[config.mk]
export PLATFORM = sky130hd
export DESIGN_NAME = aon_pwr_seq
export DESIGN_NICKNAME = d
export VERILOG_FILES = /design/src/rtl/aon_pwr_pkg.sv /design/src/rtl/aon_pwr_ctrl.sv /design/src/rtl/aon_pwr_dp.sv /design/src/rtl/aon_pwr_seq.sv
export SDC_FILE = /design/constraint.sdc
export NUM_CORES = 1
export LEC_CHECK = 0
export BUFFER_PORTS_ARGS = -buffer_cell sky130_fd_sc_hd__buf_2
export CORE_AREA = 2 2 40 78
export CTS_CLUSTER_SIZE = 30
export DETAILED_ROUTE_END_ITERATION = 7
export DIE_AREA = 0 0 42 80
export PLACE_DENSITY = 0.92
export SLEW_MARGIN = 20
export SYNTH_ARGS = -nofsm -noshare
export SYNTH_HDL_FRONTEND = slang
export SYNTH_SLANG_ARGS = --single-unit
export TNS_END_PERCENT = 5
[constraint.sdc]
create_clock -name clk -period 4.1 [get_ports clk]
set_input_delay 0.82 -clock clk [delete_from_list [all_inputs] [get_ports clk]]
set_output_delay 0.82 -clock clk [all_outputs]
set_load 0.01 [all_outputs]
[src/rtl/aon_pwr_pkg.sv]
package aon_pwr_pkg;

  typedef enum logic [3:0] {
    S_FULL    = 4'd0,
    S_PART    = 4'd1,
    S_DN_SAVE = 4'd2,
    S_DN_ISO  = 4'd3,
    S_DN_PWR  = 4'd4,
    S_OFF     = 4'd5,
    S_UP_PWR  = 4'd6,
    S_UP_RST  = 4'd7,
    S_UP_CLK  = 4'd8
  } seqState_e;

  // one-cycle commands from control to the datapath registers
  typedef struct packed {
    logic clkStop;
    logic clkRun;
    logic saveSet;
    logic saveClr;
    logic restoreSet;
    logic restoreClr;
    logic isoSet;
    logic isoClr;
    logic pwrDown;
    logic pwrUp;
    logic ownTake;
    logic ownGive;
    logic tmrClr;
    logic tmrRun;
    logic wakeEvt;
  } seqStrobes_t;

  localparam logic [1:0] MODE_FULL = 2'd0;
  localparam logic [1:0] MODE_PART = 2'd1;
  localparam logic [1:0] MODE_IDLE = 2'd2;
  localparam logic [1:0] MODE_SEQ  = 2'd3;

  function automatic logic [1:0] modeOf(seqState_e s);
    case (s)
      S_FULL:  return MODE_FULL;
      S_PART:  return MODE_PART;
      S_OFF:   return MODE_IDLE;
      default: return MODE_SEQ;
    endcase
  endfunction

endpackage

[src/rtl/aon_pwr_ctrl.sv]
module aon_pwr_ctrl
  import aon_pwr_pkg::*;
(
  input  logic        clk,
  input  logic        rstN,
  input  logic        swDownReq,
  input  logic        busSuspend,
  input  logic        busSleep,
  input  logic        sessionValid,
  input  logic        remoteWake,
  input  logic        appWake,
  input  logic        pwrOn,
  input  logic        retDone,
  output seqStrobes_t sb,
  output seqState_e   state
);

  logic      offCond;
  logic      gateCond;
  logic      wake;
  seqState_e nxt;

  assign offCond  = !sessionValid || swDownReq;
  assign gateCond = busSuspend || busSleep;
  assign wake     = remoteWake || appWake;

  always_comb begin
    nxt = state;
    sb  = '0;
    case (state)
      S_FULL, S_PART: begin
        if (offCond) begin
          nxt = S_DN_SAVE;
          sb.clkStop = 1'b1;
          sb.ownTake = 1'b1;
          sb.saveSet = 1'b1;
          sb.tmrClr  = 1'b1;
        end else if (state == S_FULL && gateCond) begin
          nxt = S_PART;
          sb.clkStop = 1'b1;
          sb.ownTake = 1'b1;
        end else if (state == S_PART && (wake || !gateCond)) begin
          nxt = S_FULL;
          sb.clkRun  = 1'b1;
          sb.ownGive = 1'b1;
          sb.wakeEvt = wake;
        end
      end
      S_DN_SAVE: begin
        if (wake) begin
          nxt = S_UP_CLK;
          sb.saveClr = 1'b1;
          sb.wakeEvt = 1'b1;
        end else if (retDone) begin
          nxt = S_DN_ISO;
          sb.saveClr = 1'b1;
          sb.isoSet  = 1'b1;
        end else begin
          sb.tmrRun = 1'b1;
        end
      end
      S_DN_ISO: begin
        if (wake) begin
          nxt = S_UP_CLK;
          sb.isoClr  = 1'b1;
          sb.wakeEvt = 1'b1;
        end else begin
          nxt = S_DN_PWR;
          sb.pwrDown = 1'b1;
          sb.tmrClr  = 1'b1;
        end
      end
      S_DN_PWR: begin
        if (wake) begin
          nxt = S_UP_PWR;
          sb.pwrUp   = 1'b1;
          sb.tmrClr  = 1'b1;
          sb.wakeEvt = 1'b1;
        end else if (!pwrOn) begin
          nxt = S_OFF;
        end else begin
          sb.tmrRun = 1'b1;
        end
      end
      S_OFF: begin
        if (wake) begin
          nxt = S_UP_PWR;
          sb.pwrUp   = 1'b1;
          sb.tmrClr  = 1'b1;
          sb.wakeEvt = 1'b1;
        end
      end
      S_UP_PWR: begin
        if (pwrOn) begin
          nxt = S_UP_RST;
          sb.restoreSet = 1'b1;
          sb.tmrClr     = 1'b1;
        end else begin
          sb.tmrRun = 1'b1;
        end
      end
      S_UP_RST: begin
        if (retDone) begin
          nxt = S_UP_CLK;
          sb.restoreClr = 1'b1;
          sb.isoClr     = 1'b1;
        end else begin
          sb.tmrRun = 1'b1;
        end
      end
      S_UP_CLK: begin
        nxt = S_FULL;
        sb.clkRun  = 1'b1;
        sb.ownGive = 1'b1;
      end
      default: nxt = S_FULL;
    endcase
  end

  always_ff @(posedge clk or negedge rstN) begin
    if (!rstN) state <= S_FULL;
    else       state <= nxt;
  end


  legal_state_chk: assert property (@(posedge clk) disable iff (!rstN)
    state inside {S_FULL, S_PART, S_DN_SAVE, S_DN_ISO, S_DN_PWR,
                  S_OFF, S_UP_PWR, S_UP_RST, S_UP_CLK});


  off_needs_dn_chk: assert property (@(posedge clk) disable iff (!rstN)
    (state == S_OFF && $past(state) != S_OFF) |-> $past(state) == S_DN_PWR && !$past(pwrOn));

endmodule

[src/rtl/aon_pwr_dp.sv]
module aon_pwr_dp
  import aon_pwr_pkg::*;
#(
  parameter int TMR_W = 8
) (
  input  logic             clk,
  input  logic             rstN,
  input  seqStrobes_t      sb,
  input  logic [TMR_W-1:0] ackTimeout,
  input  logic             coreIrq,
  input  logic             irqClear,
  output logic             clkEn,
  output logic             slowClkSel,
  output logic             saveStb,
  output logic             restoreStb,
  output logic             isoEn,
  output logic             pwrOffReq,
  output logic             coreOwns,
  output logic             irqOut
);

  localparam logic [TMR_W-1:0] ONE = TMR_W'(1);

  logic [TMR_W-1:0] tmrCnt;
  logic             errEvt;
  logic             wakeIrq;
  logic             errIrq;

  assign errEvt = sb.tmrRun && (ackTimeout != '0) && (tmrCnt == ackTimeout - ONE);

  always_ff @(posedge clk or negedge rstN) begin
    if (!rstN) begin
      clkEn      <= 1'b1;
      slowClkSel <= 1'b0;
      saveStb    <= 1'b0;
      restoreStb <= 1'b0;
      isoEn      <= 1'b0;
      pwrOffReq  <= 1'b0;
      coreOwns   <= 1'b1;
    end else begin
      if (sb.clkStop)    begin clkEn <= 1'b0; slowClkSel <= 1'b1; end
      if (sb.clkRun)     begin clkEn <= 1'b1; slowClkSel <= 1'b0; end
      if (sb.saveSet)    saveStb    <= 1'b1;
      if (sb.saveClr)    saveStb    <= 1'b0;
      if (sb.restoreSet) restoreStb <= 1'b1;
      if (sb.restoreClr) restoreStb <= 1'b0;
      if (sb.isoSet)     isoEn      <= 1'b1;
      if (sb.isoClr)     isoEn      <= 1'b0;
      if (sb.pwrDown)    pwrOffReq  <= 1'b1;
      if (sb.pwrUp)      pwrOffReq  <= 1'b0;
      if (sb.ownTake)    coreOwns   <= 1'b0;
      if (sb.ownGive)    coreOwns   <= 1'b1;
    end
  end

  always_ff @(posedge clk or negedge rstN) begin
    if (!rstN) begin
      tmrCnt <= '0;
    end else if (sb.tmrClr) begin
      tmrCnt <= '0;
    end else if (sb.tmrRun && tmrCnt != ackTimeout) begin
      tmrCnt <= tmrCnt + ONE;
    end
  end

  always_ff @(posedge clk or negedge rstN) begin
    if (!rstN) begin
      wakeIrq <= 1'b0;
      errIrq  <= 1'b0;
    end else begin
      if (sb.wakeEvt)     wakeIrq <= 1'b1;
      else if (irqClear)  wakeIrq <= 1'b0;
      if (errEvt)         errIrq  <= 1'b1;
      else if (irqClear)  errIrq  <= 1'b0;
    end
  end

  assign irqOut = wakeIrq || errIrq || (coreIrq && coreOwns);


  save_restore_excl_chk: assert property (@(posedge clk) disable iff (!rstN)
    !(saveStb && restoreStb));


  err_from_wait_chk: assert property (@(posedge clk) disable iff (!rstN)
    $rose(errIrq) |-> $past(sb.tmrRun));

endmodule

[src/rtl/aon_pwr_seq.sv]
module aon_pwr_seq
  import aon_pwr_pkg::*;
#(
  parameter int TMR_W = 8
) (
  input  logic             clk,
  input  logic             rstN,
  input  logic             swDownReq,
  input  logic             busSuspend,
  input  logic             busSleep,
  input  logic             sessionValid,
  input  logic             remoteWake,
  input  logic             appWake,
  input  logic             pwrOn,
  input  logic             retDone,
  input  logic [TMR_W-1:0] ackTimeout,
  input  logic             coreIrq,
  input  logic             irqClear,
  output logic             clkEn,
  output logic             slowClkSel,
  output logic             saveStb,
  output logic             restoreStb,
  output logic             isoEn,
  output logic             pwrOffReq,
  output logic             irqOut,
  output logic             coreOwns,
  output logic [1:0]       mode,
  output logic [3:0]       seqState
);

  seqStrobes_t sb;
  seqState_e   state;

  aon_pwr_ctrl u_ctrl (
    .clk(clk), .rstN(rstN), .swDownReq(swDownReq), .busSuspend(busSuspend),
    .busSleep(busSleep), .sessionValid(sessionValid), .remoteWake(remoteWake),
    .appWake(appWake), .pwrOn(pwrOn), .retDone(retDone), .sb(sb), .state(state)
  );

  aon_pwr_dp #(.TMR_W(TMR_W)) u_dp (
    .clk(clk), .rstN(rstN), .sb(sb), .ackTimeout(ackTimeout), .coreIrq(coreIrq),
    .irqClear(irqClear), .clkEn(clkEn), .slowClkSel(slowClkSel), .saveStb(saveStb),
    .restoreStb(restoreStb), .isoEn(isoEn), .pwrOffReq(pwrOffReq),
    .coreOwns(coreOwns), .irqOut(irqOut)
  );

  assign mode     = modeOf(state);
  assign seqState = state;


  off_after_gate_chk: assert property (@(posedge clk) disable iff (!rstN)
    pwrOffReq |-> !clkEn && isoEn);


  iso_before_off_chk: assert property (@(posedge clk) disable iff (!rstN)
    $rose(pwrOffReq) |-> $past(isoEn));


  iso_clear_at_clk_chk: assert property (@(posedge clk) disable iff (!rstN)
    $rose(clkEn) |-> !isoEn && !restoreStb);


  partial_powered_chk: assert property (@(posedge clk) disable iff (!rstN)
    (mode == MODE_PART) |-> !pwrOffReq && !isoEn && slowClkSel && !clkEn);


  owner_only_full_chk: assert property (@(posedge clk) disable iff (!rstN)
    coreOwns |-> mode == MODE_FULL);

endmodule

Word-level counts from Yosys, hierarchy flattened
Cells that the tools add are included.
{"block": "op_classes", "mux": 62, "eq_ne": 16, "n_div": 0, "shifts": 0, "n_reduce_logical": 28, "addsub": 2, "bitwise": 0, "order_cmp": 0, "n_mul": 0}
{"cell": "two-way mux 4 bit", "count": 11}
{"cell": "two-way mux 1 bit", "count": 42}
{"cell": "one-hot mux 4 bit (7 select lines)", "count": 1}
{"cell": "== test 4 x 3 -> 1 bit, second input constant", "count": 4}
{"cell": "two-way mux 8 bit", "count": 2}
{"cell": "nonzero test 2 bit", "count": 8}
{"cell": "adder 8 x 1 -> 8 bit, second input constant", "count": 1}
{"cell": "== test 4 x 2 -> 1 bit, second input constant", "count": 2}
{"cell": "== test 8 bit", "count": 1}
{"cell": "inequality test 8 bit", "count": 1}
{"cell": "one-hot mux 1 bit (4 select lines)", "count": 2}
{"cell": "nonzero test 8 bit", "count": 1}
{"cell": "subtractor 8 x 1 -> 8 bit, second input constant", "count": 1}
{"cell": "logical AND 1 bit", "count": 6}
{"cell": "logical OR 1 bit", "count": 6}
{"cell": "inequality test 3 x 2 -> 1 bit, second input constant", "count": 2}
{"cell": "one-hot mux 1 bit (2 select lines)", "count": 3}
{"cell": "one-hot mux 2 bit (3 select lines)", "count": 1}
{"cell": "AND reduction 6 bit", "count": 1}
{"cell": "== test 4 x 1 -> 1 bit, second input constant", "count": 1}
{"cell": "== test 4 bit, second input constant", "count": 1}
{"cell": "zero test 4 bit", "count": 1}
{"cell": "inequality test 2 bit, second input constant", "count": 2}
{"cell": "inequality test 4 x 1 -> 1 bit, second input constant", "count": 1}
{"cell": "4 further kinds", "count": 6}
{"block": "word_totals", "mem_count": 0, "word_cells": 118, "mem_bits_ro": 0, "reg_bits": 20, "latch_bits": 0, "ram_bits": 0, "in_bits": 20}

Longest topological paths before layout
Gate-level depths: netlist of run 1.
{"block": "depth", "depth_word": 9, "ltp_mapped": 7, "ltp_nobuf": 7}

Modules after synthesis
A second synthesis of run 1 with hierarchy kept.
{"block": "hier_totals", "cells_unflattened": 173, "area_unflattened_um2": 1549.0}
{"module": "aon_pwr_dp", "cells_per_inst": 103, "instances": 1, "seq_area_each_um2": 427.9, "area_each_um2": 996.0}
{"module": "aon_pwr_ctrl", "cells_per_inst": 67, "instances": 1, "seq_area_each_um2": 100.1, "area_each_um2": 531.8}
{"module": "aon_pwr_seq", "cells_per_inst": 3, "instances": 1, "seq_area_each_um2": 0.0, "area_each_um2": 21.3}

Worst setup path before layout of run 1
OpenSTA, ideal clock, no wires.
{"block": "synth_timing", "path_type": "input to register", "start": "input port appWake", "end": "register u_dp.tmrCnt[5]", "path_stages": 5, "n_path_buf": 0, "setup_ns": 0.077, "path_slack_ns": 1.774, "arrival_time_ns": 2.249, "path_cell_list": "or4b_1 > a211oi_2 > a311oi_1 > or4_1 > a21oi_1"}
{"block": "synth_between", "elab_chain_len": 5, "elab_cells_between_ends": 10}
{"element": "start: declaration", "line": "aon_pwr_seq.sv:13", "source": "input logic appWake,"}
{"element": "logical OR 1 bit *", "line": "aon_pwr_ctrl.sv:25", "source": "assign wake = remoteWake || appWake;"}
{"element": "two-way mux 1 bit, on equally long branches", "line": "aon_pwr_ctrl.sv:74, aon_pwr_ctrl.sv:50"}
{"element": "one-hot mux 1 bit (4 select lines)", "line": "aon_pwr_ctrl.sv:30", "source": "case (state)"}
{"element": "logical AND 1 bit", "line": "aon_pwr_dp.sv:61", "source": "end else if (sb.tmrRun && tmrCnt != ackTimeout) begin"}
{"element": "nonzero test 2 bit (no source line)"}
{"element": "end signal: assignment", "line": "aon_pwr_dp.sv:62", "source": "tmrCnt <= tmrCnt + ONE;"}
{"element": "end: declaration", "line": "aon_pwr_dp.sv:24", "source": "logic [TMR_W-1:0] tmrCnt;"}
Every way passes the cells marked *; elsewhere a longest branch is shown, timed or not.
A chain may end at the register's enable or synchronous reset.

Worst setup path after layout of run 1
Same ends and word-level chain as after synthesis.

==> results of run 1 <==
==> per-stage QoR <==
step | setup slack [ps] | utilization [%] | hold slack [ps] | instances | power, µW
3_5_place_dp | 1420 | 61.7 | 494 | 235 | 755
6_report | 1690 | 63.4 | 498 | 239 | 890
2_1_floorplan | 1770 | - | 457 | 181 | 622
4_1_cts | 1690 | 63.4 | 511 | 239 | 890
3_3_place_gp | 1480 | 61.7 | 482 | 235 | 743
5_1_grt | 1560 | 63.4 | 525 | 239 | 962
==> worst max-delay path, delay by kind of cell <==
family / cells / cell delay [ps]
AND/OR/NAND/NOR: 2 / 1020
AO/OA/AOI/OAI: 3 / 420
buffers and inverters: 2 / 340
==> Yosys cell counts (all sizes together), types with 4 or more instances <==
cell type | instances | area [µm²]
xnor2 | 6 | 52.6
a21oi | 8 | 40.0
nand2 | 14 | 52.6
nor3 | 9 | 45.0
nor2b | 5 | 31.3
nor3b | 4 | 30.0
mux2i | 6 | 60.1
nor2 | 12 | 45.0
nand3 | 4 | 20.0
o21ai | 14 | 70.1
clkbuf | 7 | 26.3
nand2b | 9 | 56.3
dfrtp | 19 | 475
xor2 | 5 | 43.8
a31oi | 6 | 37.5
inv | 8 | 30.0
==> how the worst max path moves through the flow <==
stage             from  cells after the start                    endpoint  slack [ps]
2_1_floorplan  appWake                      5  u_dp.tmrCnt[5]$_DFFE_PN0P_        1770
3_3_place_gp   appWake                      7  u_dp.tmrCnt[5]$_DFFE_PN0P_        1480
3_5_place_dp   appWake                      7  u_dp.tmrCnt[5]$_DFFE_PN0P_        1420
4_1_cts        appWake                      7  u_dp.tmrCnt[5]$_DFFE_PN0P_        1690
5_1_grt        appWake                      7  u_dp.tmrCnt[5]$_DFFE_PN0P_        1560
6_report       appWake                      7  u_dp.tmrCnt[5]$_DFFE_PN0P_        1690
==> metal layers <==
layer	part of all wire (%)	wire [µm]	GRT usage [%]
met2	57	2020	45.2
met4	3.5	123	13.2
met5	0	0	0
met3	3.7	133	1.81
met1	36	1270	22.6
==> flip-flops by register name (all words and copies together), names as in the netlist <==
signal,cells
u_ctrl.state,4
u_dp.wakeIrq,1
u_dp.errIrq,1
u_dp.restoreStb,1
u_dp.coreOwns,1
u_dp.pwrOffReq,1
u_dp.isoEn,1
u_dp.slowClkSel,1
u_dp.tmrCnt,8
u_dp.saveStb,1
==> cell type report <==
class                      instances  share of cell area [%]
clock buffer                       4                    2.60
inverter                           8                    1.73
multi-input combinational        143                    54.3
sequential                        20                    28.9
tap                               29                    2.09
timing repair buffer              35                    10.4
==> power breakdown <==
| part | switching [µW] | total [µW] | internal [µW] |
|---|---|---|---|
| clock | 64.2 | 133 | 69.2 |
| combinational | 237 | 414 | 177 |
| sequential | 92.8 | 343 | 250 |
| total | 394 | 890 | 496 |
==> cell families (layout without fill, tap and decap cells) <==
kind of cell    after synthesis  in the layout  share of synthesized area [%]
xor+xnor                     11             11                           6.33
simple gates                 74             74                           27.4
buf+inv                      18             47                           5.26
flops                        20             20                           33.0
mux                           8              8                           5.42
compound gates               47             47                           20.1
fa+ha+maj                     3              3                           2.47
==> results.toml, run 1 <==
[clocking]
cts_root_buffer = "clkbuf_8"
clkLatencyLatePin_ps = 260
hold_buffers = 0
cts_buffers = 3
clock_sinks = 20
cts_setup_buffers = 0
cts_resized = 0
clockBufferDepth = 2
path_clk_slew_ps = 70
cts_tree = "done"
h-tree-depth = 1

[worst_setup_path]
r2r_setup_slack_ps = 1750
cp.required_ps = 4290
crit_fanout = 13
worstSetupPathType = "primary input to flip-flop"
cp_cell_sequence = "buf_2 -> or4b_1 -> a211oi_2 -> a311oi_1 -> buf_4 -> or4_1 -> a21oi_1"
critPathLaunchType = "primary input"
r2r_cells = 6
cp-end-kind = "flip-flop"
r2r_end = "u_dp.tmrCnt[5]$_DFFE_PN0P_"
slowest_stage = "or4b_1"
slowest_delay_ps = 520
r2r_start = "u_ctrl.state[1]$_DFFE_PN0P_"
arrival_ps = 2600

[routing]
vias = 1484
first_pass_iters = 4
drt_wl_total_um = 3550
ant_nets = 0
route.detailed.drc = 0
wire_per_inst_um = 14.9
viasPerCell = 6.21
drt-initial-drc-count = 40

[finish]
n_fill_cell = 250
multi_input_area_um2 = 941
area_delta_synth_final_pct = 13.9
layout_commonest_cell = "buf_2"
n_antenna_cell = 0
drive_gt1_share_pct = 20.5
final_cell_mix = "buf_2 (33), dfrtp_1 (19), o21ai_0 (14), nand2_1 (14), nor2_1 (12)"
seq_area_um2 = 502
design_area_um2 = 1730
nNetsFinal = 234

[placement]
place_congestion = 0.929
place_hpwl_um = 2830
place_area_um2 = 1690
numPortBuffers = 33

[timing]
fin_crit_ps = 2410
final_max_slew_viol_count = 0
skew_ps = 0.889
worst_pin_slew_ps = 644
setup_viol = 0
setup_tns_ps = 0
hold_viol = 0
grt_setup_unrepaired = "false"
timing.final.crit_share_pct = 58.8
fmax_mhz = 415
max_slew_margin_pct = 56.7

[die]
die_x_um = 42
io_pins = 34
coreArea_um2 = 2740
rows = 27
initial_core_util_pct = 55.6
die_area_um2 = 3360
die_h_um = 80

[synth]
ys_warn_count = 0
syn_nets = 204
yosysSeqAreaShare_pct = 32.9
netlist_area_um2 = 1520
syn_inst = 181
async_flop_share_pct = 100
synth_ff_type = "dfrtp_1"
synth_edf_count = 0
syn_avg_cell_area_um2 = 8.41
ys_ff_latch = 20
yosysUniqueCellTypes = 48

[global_route]
grt_start_max_net_pins = 21
overflow = 0
grtUsageTotal_pct = 23.1
grt_pass1_wl_um = 6070
grt_pass1_vias = 1419
antenna_found_initial = 0

[power]
ir_worst_vdd_uv = 221
cellPowerDensity_nw_per_um2 = 513
leakagePower_uw = 0.000760

[status]
status = "completed"

[flow_run]
cap_violations = 0

[worst_hold_path]
hp-class = "primary input to async pin"
Note: power is estimated with default switching activity, not from simulation.
==> run 2: changes to the inputs <==
Settings changed: CORE_AREA 2 2 40 78 to 2 2 43 84, DIE_AREA 0 0 42 80 to 0 0 45 86, PLACE_DENSITY 0.92 to 0.85.
Clock period 4.1 ns to 2 ns, I/O delays scaled along.
==> run 2 against run 1 <==
Effect of this change: the flow now finishes with violations (setup timing); critical endpoint unchanged; non-clock buffer count up 30; highest routed layer unchanged; global-route usage is 0.75 points higher; register-to-register slack lost 1800 ps; critical path type is now flip-flop to flip-flop; via count increased by 8.8%; cell count grew 13%; routed wire length up 21%.
==> results.toml, run 2 (same netlist as run 1, synthesis figures left out) <==
[status]
status = "finished with violations"
violations = "setup timing"

[clocking]
cts_buffers = 3
cts_root_buffer = "clkbuf_8"
cts_tree = "done"
h-tree-depth = 1
clock_sinks = 20
hold_buffers = 0
path_clk_slew_ps = 80
clockBufferDepth = 2
clkLatencyLatePin_ps = 260

[worst_setup_path]
cp.required_ps = 2190
cp-end-kind = "flip-flop"
critical_path_buf_inv_count = 0
critPathLaunchType = "flip-flop"
worstSetupStartpoint = "u_ctrl.state[1]$_DFFE_PN0P_"
arrival_ps = 2230
r2r_start = "u_ctrl.state[1]$_DFFE_PN0P_"
worstSetupPathType = "flip-flop to flip-flop"
slowest_stage = "or4_1"
path_delay_family = "simple AND/OR/NAND/NOR gates"
slowest_delay_ps = 540
cp_cell_sequence = "or4b_4 -> a211oi_4 -> a311oi_4 -> or4_1 -> a21oi_1"
crit_fanout = 4

[routing]
viasPerCell = 5.96
wire_per_inst_um = 15.9
vias = 1614
first_pass_iters = 4
route.detailed.drc = 0
drt-initial-drc-count = 43
ant_nets = 0
drt_wl_total_um = 4300

[worst_hold_path]
hp-class = "primary input to async pin"

[finish]
n_antenna_cell = 0
top_register = "u_dp.tmrCnt"
final_cell_mix = "buf_2 (33), buf_4 (30), dfrtp_1 (19)"
reg.largest.list = "u_dp.tmrCnt x8, u_ctrl.state x4"
layout_commonest_cell = "buf_2"
drive_gt1_share_pct = 35.4
largest_reg_flops = 8
n_fill_cell = 263
nNetsFinal = 264
area_delta_synth_final_pct = 36.1

[timing]
hold_viol = 0
fin_crit_ps = 2040
timing.final.crit_share_pct = 102
setup_tns_ps = -105
max_slew_margin_pct = 69.8
worst_pin_slew_ps = 453
final_max_slew_viol_count = 0
grt_setup_unrepaired = "true"
setup_viol = 3
fmax_mhz = 491
worst_slack_ps = -36.7
skew_ps = 5.92

[die]
die_h_um = 86
die_area_um2 = 3870
io_pins = 34
initial_core_util_pct = 47.7
coreArea_um2 = 3190
rows = 29
die_x_um = 45

[global_route]
grt_pass1_vias = 1653
grt_start_max_net_pins = 21
grtUsageTotal_pct = 23.9
overflow = 0
antenna_found_initial = 0
grt_pass1_wl_um = 7010

[flow_run]
cap_violations = 0

[placement]
place_congestion = 0.980
place_hpwl_um = 3280
numPortBuffers = 33

[power]
ir_worst_vdd_uv = 524
fin_total_pwr_uw = 2270
cellPowerDensity_nw_per_um2 = 1090
leakagePower_uw = 0.000936
run 2: cell count changes in the layout (fill, tap and decap cells not counted), moves of 2 or more:
cell,change
nor3b_1,-2
nor3b_2,+2
a21oi_2,+2
nor4_4,+2
buf_4,+28
nor4_2,-2
a21oi_1,-2
run 2: final timing paths:
path                                          endpoint  slack (ps)  depth (start not counted)
max in group asynchronous    u_dp.coreOwns$_DFFE_PN1P_        1570                          1
setup / recovery            u_dp.tmrCnt[5]$_DFFE_PN0P_         -40                          5
min in group clk              u_dp.wakeIrq$_DFFE_PN0P_         350                          2
hold reg to reg            u_dp.slowClkSel$_DFFE_PN0P_         510                          2
hold / removal              u_dp.tmrCnt[1]$_DFFE_PN0P_          70                          1
setup reg to reg            u_dp.tmrCnt[5]$_DFFE_PN0P_         -40                          5
run 2: cell type report:
type | count | area (µm²) | share of cell area [%]
multi-input cells | 143 | 1020 | 49.5
flip-flops and latches | 20 | 502 | 24.2
repair buffers | 65 | 422 | 20.4
clock buffers | 4 | 55.1 | 2.66
well taps | 31 | 38.8 | 1.87
inverters | 8 | 30.0 | 1.45
run 2: per-layer routing:
layer  global-route usage, %  wire length, µm  vias to the layer above
met2                    44.7             2510                       42
met1                    23.2             1510                      780
met5                       0                0                        -
met4                    13.4              167                        0
li1                        -                -                      776
met3                    2.74              115                       16
run 2: metrics by stage:
step / setup WS (ps) / std cells / instance area, µm² / hold WS, ps / util (%)
2_1_floorplan: 34.8 / 181 / 1520 / 104 / -
3_3_place_gp: -118 / 265 / 1910 / 376 / 60.0
3_5_place_dp: -189 / 265 / 1910 / 377 / 60.0
4_1_cts: 14.2 / 271 / 2000 / 91.0 / 62.7
5_1_grt: -98.0 / 271 / 2070 / 115 / 64.9
6_report: -36.7 / 271 / 2070 / 73.0 / 64.9
run 2: worst register-to-register path: cells and delay by family (launching register included):
family             cells  cell delay [ps]
AOI/OAI and AO/OA      3              530
DFF                    1              390
and+or+nand+nor        2             1040
run 2: power breakdown:
part | switching (µW) | internal, µW | leakage, µW
Sequential | 78.8 | 514 | 0.000249
Clock | 138 | 175 | 0.0000288
Combinational | 729 | 632 | 0.000659
run 2: repair_timing:
action,4_1_cts,5_1_grt
pin swaps,1,6
endpoints found under the setup margin,11,11
gates resized for setup,3,13
buffers inserted,2,0
==> run 3: changes to the inputs <==
Settings changed: CORE_AREA 2 2 43 84 to 2 2 47 93, DIE_AREA 0 0 45 86 to 0 0 49 95, PLACE_DENSITY 0.85 to 0.73.
==> run 3 against run 2 <==
Effect of this change: the run now ends clean; count of clock-buffer cells in the layout shrank 1; critical path depth increased by 1; routed wire length is 5.9% lower; sequential share of layout area rose by 1.0 points; clock skew fell by 1.8 ps; cell count is 4.4% higher; die area grew 20%; non-clock buffer count down 9.
==> results.toml, run 3 (same netlist as run 1, synthesis figures left out) <==
[global_route]
overflow = 0
grt_pass1_vias = 1520
grt_start_max_net_pins = 21
grt_pass1_wl_um = 6530
antenna_found_initial = 0
grtUsageTotal_pct = 17.3

[routing]
viasPerCell = 5.57
wire_per_inst_um = 14.3
drt_wl_total_um = 4040
route.detailed.drc = 0
drt-initial-drc-count = 85
ant_nets = 0
vias = 1576
first_pass_iters = 4

[worst_setup_path]
worstSetupPathType = "flip-flop to flip-flop"
cp-end-kind = "flip-flop"
crit_fanout = 5
arrival_ps = 2180
critPathLaunchType = "flip-flop"
cp.required_ps = 2190

[timing]
timing.final.crit_share_pct = 99.3
final_max_slew_viol_count = 0
setup_viol = 0
worst_pin_slew_ps = 460
fmax_mhz = 504
skew_ps = 4.16
hold_viol = 0
fin_crit_ps = 1990
max_slew_margin_pct = 69.3
grt_setup_unrepaired = "true"
hold_slack_ps = 77.7

[placement]
numPortBuffers = 33
place_congestion = 0.848
place_hpwl_um = 3070
place_area_um2 = 1880

[finish]
seq_area_um2 = 502
nNetsFinal = 255
area_delta_synth_final_pct = 30.6
drive_gt1_share_pct = 30.3
design_area_um2 = 1990
largest_reg_flops = 8
reg.largest.list = "u_dp.tmrCnt x8, u_ctrl.state x4"
n_fill_cell = 384
top_register = "u_dp.tmrCnt"
multi_input_area_um2 = 982
final_cell_mix = "buf_2 (33), buf_4 (23), dfrtp_1 (19)"
layout_commonest_cell = "buf_2"
n_antenna_cell = 0

[flow_run]
cap_violations = 0

[power]
sequentialPowerShare_pct = 27.2
cellInternalPower_uw = 1320
switching_share_pct = 40.4
cellPowerDensity_nw_per_um2 = 1110
ir_worst_vdd_uv = 810
power_switching_uw = 895
pwr-share-comb_pct = 54.2
clkPwrFrac_pct = 18.5
leakagePower_uw = 0.000878

[die]
initial_core_util_pct = 38.0
io_pins = 34
die_x_um = 49
rows = 33
die_area_um2 = 4660
coreArea_um2 = 4010
die_h_um = 95

[clocking]
path_clk_slew_ps = 80
clock_sinks = 20
clockBufferDepth = 2
hold_buffers = 0
cts_tree = "done"
cts_root_buffer = "clkbuf_8"
cts_setup_buffers = 0
clkLatencyLatePin_ps = 260
cts_buffers = 3
h-tree-depth = 1

[status]
status = "completed"

[worst_hold_path]
hp-class = "primary input to async pin"
-- run 3: worst paths after layout --
kind | start | to | slack (ps) | cells past startpoint
max | u_ctrl.state[1]$_DFFE_PN0P_ | u_dp.tmrCnt[1]$_DFFE_PN0P_ | 10 | 6
min | rstN | u_dp.tmrCnt[4]$_DFFE_PN0P_ | 80 | 1
max reg2reg | u_ctrl.state[1]$_DFFE_PN0P_ | u_dp.tmrCnt[1]$_DFFE_PN0P_ | 10 | 6
min reg2reg | u_dp.restoreStb$_DFFE_PN0P_ | u_dp.restoreStb$_DFFE_PN0P_ | 510 | 2
max in group asynchronous | rstN | u_dp.coreOwns$_DFFE_PN1P_ | 1580 | 1
min in group clk | irqClear | u_dp.wakeIrq$_DFFE_PN0P_ | 350 | 2
-- run 3: metal layers --
layer  part of all wire, %  global-route usage [%]  vias to the layer above
li1                      -                       -                      761
met5                     0                       0                        -
met4                  0.92                    6.19                        0
met1                    41                    20.6                      756
met2                    53                    31.4                       53
met3                   5.3                    2.22                        6
-- run 3: layout make-up --
cell class                 count  share of cell area, %
multi-input combinational    143                   49.4
sequential                    20                   25.2
timing repair buffer          56                   17.0
tap                           52                   3.27
clock buffer                   3                   2.08
clock inverter                 1                   1.51
inverter                       8                   1.51
-- run 3: stage by stage --
step                power (µW)  utilization [%]  setup WS [ps]  cells  TNS, ps
global placement          1760             46.8          -93.3    279     -695
floorplan                 1280                -           34.8    181        0
CTS                       2200             48.8          -28.5    283    -54.7
finish                    2210             49.6           14.5    283        0
detailed placement        1780             46.8           -140    279    -1010
global route              2380             49.6          -91.8    283     -507
-- run 3: what timing repair did --
action,in CTS,in global routing
gates cloned,0,0
hold endpoints to repair,0,0
pin swaps,0,8
setup endpoints to repair,4,11
gates resized for setup,1,6
-- run 3: power groups by stage --
stage | clock (µW) | sequential (µW) | combinational [µW]
after floorplan | 0 | 637 | 638
after global placement | 0 | 608 | 1150
after detailed placement | 0 | 612 | 1170
after CTS | 416 | 605 | 1180
after global routing | 435 | 624 | 1320
final | 410 | 603 | 1200
-- run 3: critical path, stage by stage (launching register included) --
cell	delay [ps]
dfrtp_1	390
or4b_1	490
a211oi_2	250
a311oi_2	100
buf_4	190
or3b_1	380
a21oi_2	130
